<file path="src/rtl/flk_pkg.sv">
package flk_pkg;
  typedef enum logic [1:0] {
    FLK_NOP    = 2'b00,
    FLK_LOCK   = 2'b01,
    FLK_UNLOCK = 2'b10,
    FLK_DOWN   = 2'b11
  } flk_op_e;

  typedef struct packed {
    logic locked;
    logic down;
  } flk_state_t;

  localparam flk_state_t FLK_RESET_ST = '{locked: 1'b1, down: 1'b0};
endpackage

</file>
<file path="src/rtl/flk_cell.sv">
module flk_cell
  import flk_pkg::*;
(
  input  logic       clk,
  input  logic       rst_n,
  input  logic       sel,
  input  logic [1:0] op,
  input  logic       wp_level,
  output flk_state_t st
);
  flk_state_t st_q, st_d;
  logic       frozen;
  logic       en;

  // A pinned-down block is frozen while write-protect is low
  assign frozen = st_q.down & ~wp_level;
  assign en     = sel & ~frozen & (op != FLK_NOP);

  always_comb begin
    st_d = st_q;
    case (flk_op_e'(op))
      FLK_LOCK:   st_d.locked = 1'b1;
      FLK_UNLOCK: st_d.locked = 1'b0;   // down flag kept
      FLK_DOWN: begin
        st_d.locked = 1'b1;
        st_d.down   = 1'b1;
      end
      default:    st_d = st_q;
    endcase
  end

  always_ff @(posedge clk or negedge rst_n) begin
    if (!rst_n)  st_q <= FLK_RESET_ST;
    else if (en) st_q <= st_d;
  end

  assign st = st_q;
endmodule

</file>
<file path="src/rtl/flk_start_ctrl.sv">
module flk_start_ctrl (
  input  logic clk,
  input  logic rst_n,
  input  logic req_valid,
  input  logic blk_locked,
  input  logic vpp_ok,
  input  logic op_done,
  output logic grant,
  output logic deny,
  output logic busy
);
  logic ok;
  logic grant_d, deny_d, busy_d;

  // Voltage is looked at only here, at the start of an operation
  assign ok = ~blk_locked & vpp_ok & ~busy;

  always_comb begin
    grant_d = req_valid & ok;
    deny_d  = req_valid & ~ok;
    if (grant_d)      busy_d = 1'b1;
    else if (op_done) busy_d = 1'b0;
    else              busy_d = busy;
  end

  always_ff @(posedge clk or negedge rst_n) begin
    if (!rst_n) begin
      grant <= 1'b0;
      deny  <= 1'b0;
      busy  <= 1'b0;
    end else begin
      grant <= grant_d;
      deny  <= deny_d;
      busy  <= busy_d;
    end
  end
endmodule

</file>
<file path="src/rtl/flk_lock_unit.sv">
module flk_lock_unit
  import flk_pkg::*;
#(
  parameter int NUM_BLOCKS = 16,
  localparam int IDX_W = (NUM_BLOCKS > 1) ? $clog2(NUM_BLOCKS) : 1
) (
  input  logic             clk,
  input  logic             rst_n,
  input  logic             cmd_valid,
  input  logic [1:0]       cmd_op,
  input  logic [IDX_W-1:0] cmd_blk,
  input  logic             wp_level,
  input  logic             vpp_ok,
  input  logic             req_valid,
  input  logic [IDX_W-1:0] req_blk,
  input  logic             op_done,
  output logic             grant,
  output logic             deny,
  output logic             busy,
  input  logic [IDX_W-1:0] rd_blk,
  output logic             rd_locked,
  output logic             rd_down
);
  flk_state_t blk_st [NUM_BLOCKS];
  logic       req_locked;

  for (genvar g = 0; g < NUM_BLOCKS; g++) begin : g_blk
    flk_cell u_cell (
      .clk      (clk),
      .rst_n    (rst_n),
      .sel      (cmd_valid && (cmd_blk == IDX_W'(g))),
      .op       (cmd_op),
      .wp_level (wp_level),
      .st       (blk_st[g])
    );
  end

  // Out-of-range indices read as locked
  always_comb begin
    req_locked = 1'b1;
    rd_locked  = 1'b1;
    rd_down    = 1'b0;
    for (int i = 0; i < NUM_BLOCKS; i++) begin
      if (req_blk == IDX_W'(i)) req_locked = blk_st[i].locked;
      if (rd_blk == IDX_W'(i)) begin
        rd_locked = blk_st[i].locked;
        rd_down   = blk_st[i].down;
      end
    end
  end

  flk_start_ctrl u_start (
    .clk        (clk),
    .rst_n      (rst_n),
    .req_valid  (req_valid),
    .blk_locked (req_locked),
    .vpp_ok     (vpp_ok),
    .op_done    (op_done),
    .grant      (grant),
    .deny       (deny),
    .busy       (busy)
  );
endmodule

</file>
<file path="config.mk">
export PLATFORM = sky130hd
export DESIGN_NAME = flk_lock_unit
export DESIGN_NICKNAME = d
export VERILOG_FILES = /design/src/rtl/flk_pkg.sv /design/src/rtl/flk_cell.sv /design/src/rtl/flk_start_ctrl.sv /design/src/rtl/flk_lock_unit.sv
export SDC_FILE = /design/constraint.sdc
export NUM_CORES = 1
export LEC_CHECK = 0
export ABC_AREA = 1
export BUFFER_PORTS_ARGS = -buffer_cell sky130_fd_sc_hd__buf_2
export CAP_MARGIN = 40
export CORE_AREA = 2 2 70 72
export CTS_CLUSTER_SIZE = 40
export DETAILED_ROUTE_END_ITERATION = 10
export DIE_AREA = 0 0 72 74
export GPL_TIMING_DRIVEN = 0
export HOLD_SLACK_MARGIN = 0.06
export MAX_ROUTING_LAYER = met4
export PLACE_DENSITY = 0.73
export SETUP_SLACK_MARGIN = 0.02
export SLEW_MARGIN = 40
export SYNTH_ARGS = -nofsm -noshare
export SYNTH_HDL_FRONTEND = slang
export SYNTH_HIERARCHICAL = 1
export SYNTH_SLANG_ARGS = --single-unit
</file>
<file path="constraint.sdc">
create_clock -name clk -period 2 [get_ports clk]
set_input_delay 0.4 -clock clk [delete_from_list [all_inputs] [get_ports clk]]
set_output_delay 0.4 -clock clk [all_outputs]
set_load 0.02 [all_outputs]
</file>
Word-level counts from Yosys, hierarchy flattened
Cells that the tools add are included.
{"block": "op_classes", "eq_ne": 48, "mux": 51, "bitwise_logic": 72, "n_reduce_logical": 55}
{"operator": "4-bit equality test (second input constant)", "count": 24}
{"operator": "2-bit AND reduction", "count": 32}
{"operator": "1-bit bitwise AND", "count": 52}
{"operator": "1-bit 2-to-1 mux", "count": 50}
{"operator": "4-bit by 3-bit equality test with 1-bit output (second input constant)", "count": 12}
{"operator": "4-bit by 2-bit equality test with 1-bit output (second input constant)", "count": 6}
{"operator": "1-bit NOT", "count": 20}
{"operator": "1-bit logical AND", "count": 16}
{"operator": "4-bit by 1-bit equality test with 1-bit output (second input constant)", "count": 3}
{"operator": "4-bit logical NOT", "count": 3}
{"operator": "2-bit nonzero test", "count": 3}
{"operator": "2-bit equality test (second input constant)", "count": 2}
{"operator": "2-bit by 1-bit equality test with 1-bit output (second input constant)", "count": 1}
{"operator": "1-bit one-hot mux with 2 select lines", "count": 1}
{"operator": "2-bit OR reduction", "count": 1}
{"block": "totals", "register_bits": 35, "output_inout_bits": 5, "word_cells": 261}

Longest topological paths before layout
Gate-level depths: netlist of the first run.
{"block": "depth", "ltp_word": 22, "ltp_mapped": 14, "depth_no_buf": 14}

By module
Netlist of the first run, hierarchy kept.
{"mod": "flk_cell", "instances": 16, "cells_each": 11, "area_per_inst_um2": 97.6, "seq_area_each_um2": 51.3}
{"mod": "flk_lock_unit", "instances": 1, "cells_each": 171, "area_per_inst_um2": 745.7, "seq_area_each_um2": 0.0}
{"mod": "flk_start_ctrl", "instances": 1, "cells_each": 12, "area_per_inst_um2": 115.1, "seq_area_each_um2": 75.1}

Least setup slack after synthesis of the first run
OpenSTA, ideal clock, no wires.
{"block": "synth_path", "path_type": "reg-to-output", "start": "register g_blk[1].u_cell.st_q, in the netlist g_blk[1].u_cell/st[1]", "end": "output port rd_locked", "arrival_ps": 1397, "required_time_ps": 1600, "setup_slack_ps": 203, "path_stages_with_launch": 13, "path_cell_list": "dfstp_2 inv_1 nand3_1 nand2_1 nor2_1 nand2_1 nand2_1 nand4_1 nand2_1 nand4_1 nand2_1 nand3_1 nor2_1"}
{"block": "synth_via", "elab_chain_len": 15}
{"item": "start: declaration", "line": "flk_cell.sv:11", "text": "flk_state_t st_q, st_d;"}
{"item": "start signal: assignment", "line": "flk_cell.sv:34", "text": "else if (en) st_q <= st_d;"}
{"item": "1-bit 2-to-1 mux (15 in series)", "line": "flk_lock_unit.sv:45", "text": "if (rd_blk == IDX_W'(i)) begin"}
{"item": "end: declaration", "line": "flk_lock_unit.sv:21", "text": "output logic rd_locked,"}
No other way between the ends.

Worst setup path in the final report of the first run
Same ends and word-level chain as after synthesis.

==> results of run 1 <==
[per-stage QoR]
step / instances / power (µW) / utilization, % / TNS (ps)
6_report: 448 / 1815 / 59.86 / -326.1
5_1_grt: 448 / 1905 / 59.86 / -614.1
4_1_cts: 447 / 1820 / 59.32 / -299.6
3_5_place_dp: 437 / 1240 / 56.76 / -163.9
3_3_place_gp: 437 / 1233 / 56.76 / -173.3
2_1_floorplan: 359 / 1090 / - / 0
[cells in the final DEF, fill, tap and decap left out, types with 3 or more instances in the layout]
master	count
sky130_fd_sc_hd__inv_1	66
sky130_fd_sc_hd__buf_4	5
sky130_fd_sc_hd__nand2_2	20
sky130_fd_sc_hd__or2_1	3
sky130_fd_sc_hd__buf_2	22
sky130_fd_sc_hd__nand3_1	22
sky130_fd_sc_hd__a21oi_1	4
sky130_fd_sc_hd__nand2_1	99
sky130_fd_sc_hd__clkbuf_8	7
sky130_fd_sc_hd__inv_2	7
sky130_fd_sc_hd__nor2_1	34
sky130_fd_sc_hd__dfstp_2	16
sky130_fd_sc_hd__nor2_2	7
sky130_fd_sc_hd__nand4_1	25
sky130_fd_sc_hd__dfrtp_1	19
sky130_fd_sc_hd__nor3_1	6
sky130_fd_sc_hd__nand3_2	19
[per-layer routing]
layer	global-route usage [%]	vias up
li1	-	1202
met2	39.61	59
met3	5.014	10
met1	32.85	1069
met5	-	-
met4	7.128	0
[worst register-to-register path: stages (launching register included)]
cell                       delay [ps]
sky130_fd_sc_hd__dfstp_2          550
sky130_fd_sc_hd__buf_4            110
sky130_fd_sc_hd__o22ai_1           70
sky130_fd_sc_hd__a21oi_1          110
sky130_fd_sc_hd__nand2_1           60
sky130_fd_sc_hd__nand2_1           60
sky130_fd_sc_hd__o21ai_1           60
sky130_fd_sc_hd__nand2_1           70
sky130_fd_sc_hd__nand3b_1          70
sky130_fd_sc_hd__a21oi_1          130
sky130_fd_sc_hd__inv_1             70
sky130_fd_sc_hd__nand4_1           80
sky130_fd_sc_hd__nand2_1           60
[state kept, by name, summed over array words and instances (netlist names)]
signal / flops
g_blk.u_cell/st: 32
u_start/busy: 1
u_start/deny: 1
u_start/grant: 1
[final cells by class]
cell class                      count  area (µm²)
Tap cell                           54       67.56
Sequential cell                    35       895.9
Inverter                           73       274.0
Multi-Input combinational cell    250        1264
Fill cell                         443        1846
Timing Repair Buffer               27       147.6
Buffer                              1       3.754
Clock buffer                        8       100.1
[kinds of logic after synthesis]
family / after synthesis
AOI/OAI and AO/OA: 13
and+or+nand+nor: 237
buffers and inverters: 74
DFF: 35
[timing repair]
item,in CTS,in global routing
pin swaps,1,8
buffers inserted,2,1
gates resized for setup,2,5
setup endpoints to repair,2,2
[final timing paths]
path / slack, ps / endpoint / start / cells past startpoint
setup / recovery: -220 / rd_locked / g_blk[1].u_cell/st[1] / 13
hold / removal: 50 / g_blk[6].u_cell/st[0] / rst_n / 1
setup reg to reg: 380 / u_start/busy / g_blk[1].u_cell/st[1] / 12
hold reg to reg: 460 / g_blk[10].u_cell/st[1] / g_blk[10].u_cell/st[1] / 2
max in group asynchronous: 1590 / g_blk[5].u_cell/st[1] / rst_n / 1
min in group clk: 320 / u_start/deny / req_valid / 3
[power breakdown]
group	internal, µW	switching [µW]	total, µW	leakage (µW)
sequential	826	61.7	888	0.000346
clock	314	255	569	0.0000515
combinational	117	241	358	0.00103
==> results.ini, run 1 <==
[timing]
achievable_frequency_ghz=0.4503
finalHoldWorstSlack_ps=51.11
finClkSkew_ps=5.081
layout_setup_ws_ps=-220.6
timing.final.hold_violations=0
timing.final.max_slew_violations=0
transition_time_at_the_pin_with_the_least_slew_margin_ps=777.0
relSlewSlack_pct=48.20
rsz0062_at_grt=true
timing.final.setup_violations=2
timing.final.crit_period_ps=2221
final_min_period_over_clock_period_pct=111.0

[synthesis]
synth-main-ff-cell=sky130_fd_sc_hd__dfrtp_1
synth.yosys.seq_area_share_pct=36.98
xor_xnor_share_of_the_synthesized_area_pct=0
synth_common_cells=sky130_fd_sc_hd__nand2_1, sky130_fd_sc_hd__inv_1, sky130_fd_sc_hd__nor2_1
synth_fa_ha_area_share_pct=0
mappedNetlistNets=380
synth.yosys.warnings=6
multiplexer_area_fraction_after_synthesis_pct=0
synth_top_area_share_pct=19.63
number_of_register_bits_inferred_by_synthesis=35
post_synth_and_or_nand_nor_area_fraction_pct=48.40
async_reset_ff_share_pct=100.0
synth_largest_area_cell=sky130_fd_sc_hd__dfrtp_1
avgSynthCellArea_um2=6.747
synthesized_netlist_cell_count=359
syn_area_um2=2422
ys_types=23
synth_area_leaders=sky130_fd_sc_hd__dfrtp_1, sky130_fd_sc_hd__dfstp_2, sky130_fd_sc_hd__nand2_1, sky130_fd_sc_hd__inv_1, sky130_fd_sc_hd__nand3_2
synth_top_family_by_area=simple AND/OR/NAND/NOR gates
post-synth-top-count-cell=sky130_fd_sc_hd__nand2_1
synth-edff-count=0
synth_compound_area_share_pct=3.151

[routing]
postRouteAntennaNets=0
drtIter0Drc=209
drt_wl_total_um=5853
wl_per_cell_um=13.06
remaining_drc_errors=0
dr.max_layer_used=met4
post_dr_vias_cell=5.223
wirelength_met1_um=2744
dr_wl_met2_um=2693
routed-wl-met3_um=311
first_pass_iters=4
num_vias=2340

[worst_setup_path]
timing.setup.critical_path_class=flip-flop to primary output
critical-path-top-delay-family=simple AND/OR/NAND/NOR gates
biggest_fanout_along_the_worst_timing_path=2
ordered_cell_list_for_the_critical_path=inv_2 -> nand3_2 -> nand2_2 -> nor2_2 -> nand2_1 -> nand2_1 -> nand4_1 -> nand2_1 -> nand4_1 -> nand2_1 -> nand3_2 -> nor2_1 -> buf_4
worstSetupStartpointType=flip-flop
critPathMaxStageDelay_ps=550
crit_arrival_ps=1820
crit_top_cell=sky130_fd_sc_hd__nand2_1
required_ps=1600
cp_slowest_cell=sky130_fd_sc_hd__dfstp_2
cp_num_buf_inv=2
setup.worst_path.end_class=primary output

[cells_and_area]
drive_gt1_share_pct=26.40
layout.nets=414
post-route-cell-area_um2=2753
diodes=0
layout-area-overhead-vs-synth_pct=13.64

[placement]
port-buffer-count=24
place_hpwl_um=4331
placedInstanceArea_um2=2610
place_congestion=0.9080
post-place-ws_ps=-82.99

[cts]
numClockSinks=35
cts_hold_buf=0
clkLatencyLatePin_ps=290
clock_path_buffers=2
cts-root-buf=sky130_fd_sc_hd__clkbuf_8
clkTransAtPathRegs_ps=70
htree_num_levels=2
cts_tree=yes
tritoncts.num_buffers=5

[run_status]
violations=setup timing
outcome=finished, violations left

[hold_path]
worstHoldPathType=input port to async pin

[floorplan]
die_y_um=74
floorplan.initialDensity_pct=52.68
pin_count=26
die-width_um=72
placeableCoreArea_um2=4598
floorplan_row_count=25
die_area_um2=5328

[grt]
grt_antenna_before_repair=0
wire_length_of_the_first_global_routing_pass_um=10070
largest_net_degree_at_the_start_of_global_routing=36
grt_pass1_vias=2161
track_usage_pct=25.02
grt_remaining_overflow=0

[power]
leakage_uw=0.001424
max-vdd-ir-drop_mv=0.5069
power_per_cell_area_nw_per_um2=659.4

[job]
cap_violations=0

Note: power is estimated with default switching activity, not from simulation.
==> inputs of run 2 (changes only) <==
Clock period 2 ns to 2.3 ns, I/O delays scaled along.
==> results.ini, run 2 (synthesized netlist as in run 1, its figures left out) <==
[power]
power_per_cell_area_nw_per_um2=572.0  ; was 659.4 nW/µm²
leakage_uw=0.001425  ; was 0.001424 µW
total_power_uw=1585  ; was 1815 µW
max-vdd-ir-drop_mv=0.4402  ; was 0.5069 mV

[cells_and_area]
post_route_utilization_pct=60.24  ; was 59.86%
largest_reg_flops=32  ; unchanged
layout-area-overhead-vs-synth_pct=14.36  ; was 13.64%
mostFrequentLayoutCell=sky130_fd_sc_hd__nand2_1  ; unchanged
post-route-cell-area_um2=2770  ; was 2753 µm²
post_layout_nonfiller_instances=447  ; was 448
diodes=0  ; unchanged
most-common-layout-cells=sky130_fd_sc_hd__nand2_1, sky130_fd_sc_hd__inv_1, sky130_fd_sc_hd__nor2_1, sky130_fd_sc_hd__nand4_1  ; unchanged
drive_gt1_share_pct=26.72  ; was 26.40%
layout.nets=413  ; was 414

[cts]
clkTransAtPathRegs_ps=70  ; about the same
htree_num_levels=2  ; unchanged
cts-root-buf=sky130_fd_sc_hd__clkbuf_8  ; unchanged
cts_hold_buf=0  ; unchanged
tritoncts.num_buffers=5  ; unchanged
clkLatencyLatePin_ps=290  ; about the same
cts_tree=yes  ; unchanged
numClockSinks=35  ; unchanged
clock_path_buffers=2  ; unchanged

[run_status]
outcome=complete, no violations  ; was finished, violations left

[routing]
remaining_drc_errors=0  ; unchanged
drt_wl_total_um=5847  ; was 5853 µm
postRouteAntennaNets=0  ; unchanged
num_vias=2337  ; was 2340
drtIter0Drc=188  ; was 209
post_dr_vias_cell=5.228  ; was 5.223
first_pass_iters=4  ; unchanged
wl_per_cell_um=13.08  ; was 13.06 µm

[floorplan]
die-width_um=72  ; unchanged
die_area_um2=5328  ; unchanged
placeableCoreArea_um2=4598  ; unchanged
floorplan_row_count=25  ; unchanged
die_y_um=74  ; unchanged
floorplan.initialDensity_pct=52.68  ; unchanged
pin_count=26  ; unchanged

[grt]
wire_length_of_the_first_global_routing_pass_um=10050  ; was 10070 µm
grt_antenna_before_repair=0  ; unchanged
track_usage_pct=24.96  ; was 25.02%
grt_remaining_overflow=0  ; unchanged
largest_net_degree_at_the_start_of_global_routing=36  ; unchanged
grt_pass1_vias=2145  ; was 2161

[timing]
achievable_frequency_ghz=0.4478
timing.final.max_slew_violations=0  ; unchanged
finalHoldWorstSlack_ps=107.3  ; was 51.11 ps
relSlewSlack_pct=47.99  ; was 48.20%
transition_time_at_the_pin_with_the_least_slew_margin_ps=780.1  ; was 777.0 ps
finClkSkew_ps=7.092  ; was 5.081 ps
rsz0062_at_grt=true  ; unchanged
final_min_period_over_clock_period_pct=97.09
timing.final.setup_violations=0  ; was 2
timing.final.hold_violations=0  ; unchanged
timing.final.crit_period_ps=2233

[worst_setup_path]
biggest_fanout_along_the_worst_timing_path=3  ; was 2
setup.worst_path.end_class=primary output  ; unchanged
critical-path-top-delay-family=simple AND/OR/NAND/NOR gates  ; unchanged
worstSetupStartpointType=flip-flop  ; unchanged
cp_slowest_cell=sky130_fd_sc_hd__dfstp_2  ; unchanged
ordered_cell_list_for_the_critical_path=inv_2 -> nand3_2 -> nand2_1 -> nor2_1 -> nand2_1 -> nand2_1 -> nand4_1 -> nand2_1 -> nand4_1 -> nand2_1 -> nand3_2 -> nor2_1 -> buf_4  ; was inv_2 -> nand3_2 -> nand2_2 -> nor2_2 -> nand2_1 -> nand2_1 -> nand4_1 -> nand2_1 -> nand4_1 -> nand2_1 -> nand3_2 -> nor2_1 -> buf_4
cp_num_buf_inv=2  ; unchanged
timing.setup.critical_path_class=flip-flop to primary output  ; unchanged
crit_top_cell=sky130_fd_sc_hd__nand2_1  ; unchanged
crit_arrival_ps=1770  ; was 1820 ps
critPathMaxStageDelay_ps=560  ; was 550 ps
required_ps=1840  ; was 1600 ps

[placement]
placedInstanceArea_um2=2610  ; unchanged
place_inst=437  ; unchanged
port-buffer-count=24  ; unchanged
place_hpwl_um=4331  ; unchanged
place_congestion=0.9080  ; unchanged

[job]
cap_violations=0  ; unchanged

[hold_path]
worstHoldPathType=input port to async pin  ; unchanged

run 2: layer usage:
metal | up-vias | wire (µm) | GRT usage (%)
met5 | - | 0 | -
met4 | 0 | 60 | 6.709
met3 | 5 | 308 | 4.878
met2 | 57 | 2763 | 39.61
met1 | 1078 | 2715 | 32.93
li1 | 1197 | - | -
run 2: stage by stage:
stage,worst slack [ps],setup TNS [ps]
final,66.90,0
after global routing,-117.3,-161.1
after CTS,25.11,0
after detailed placement,97.01,0
after global placement,85.02,0
after floorplan,387.9,0
run 2: cell type report:
class                   instances  area, µm²
plain buffers                   1      3.754
clock buffers                   8      100.1
fillers                       436       1828
inverters                      73      274.0
multi-input cells             250       1271
flip-flops and latches         35      895.9
well taps                      54      67.56
repair buffers                 26      157.7
run 2: what timing repair did:
| item | in CTS | in global routing |
|---|---|---|
| hold endpoints to repair | 0 | 0 |
| pin swaps | 0 | 8 |
| resized for setup | 1 | 17 |
| setup buffers | 0 | 2 |
| endpoints found under the setup margin | 1 | 2 |
run 2: final timing paths:
| kind | from | end | slack (ps) | cells after the start |
|---|---|---|---|---|
| worst max-delay path | g_blk[1].u_cell/st[1] | rd_locked | 70 | 13 |
| max in group asynchronous | rst_n | g_blk[4].u_cell/st[1] | 1830 | 1 |
| worst min-delay path | rst_n | g_blk[5].u_cell/st[0] | 110 | 1 |
| worst min register to register | g_blk[10].u_cell/st[1] | g_blk[10].u_cell/st[1] | 460 | 2 |
| worst max register to register | g_blk[1].u_cell/st[1] | u_start/busy | 770 | 11 |
| min in group clk | req_valid | u_start/deny | 380 | 3 |
run 2: power breakdown:
group          switching [µW]  internal [µW]  leakage, µW
Sequential               54.0            718     0.000346
Clock                     225            273    0.0000515
Combinational             210            104      0.00103
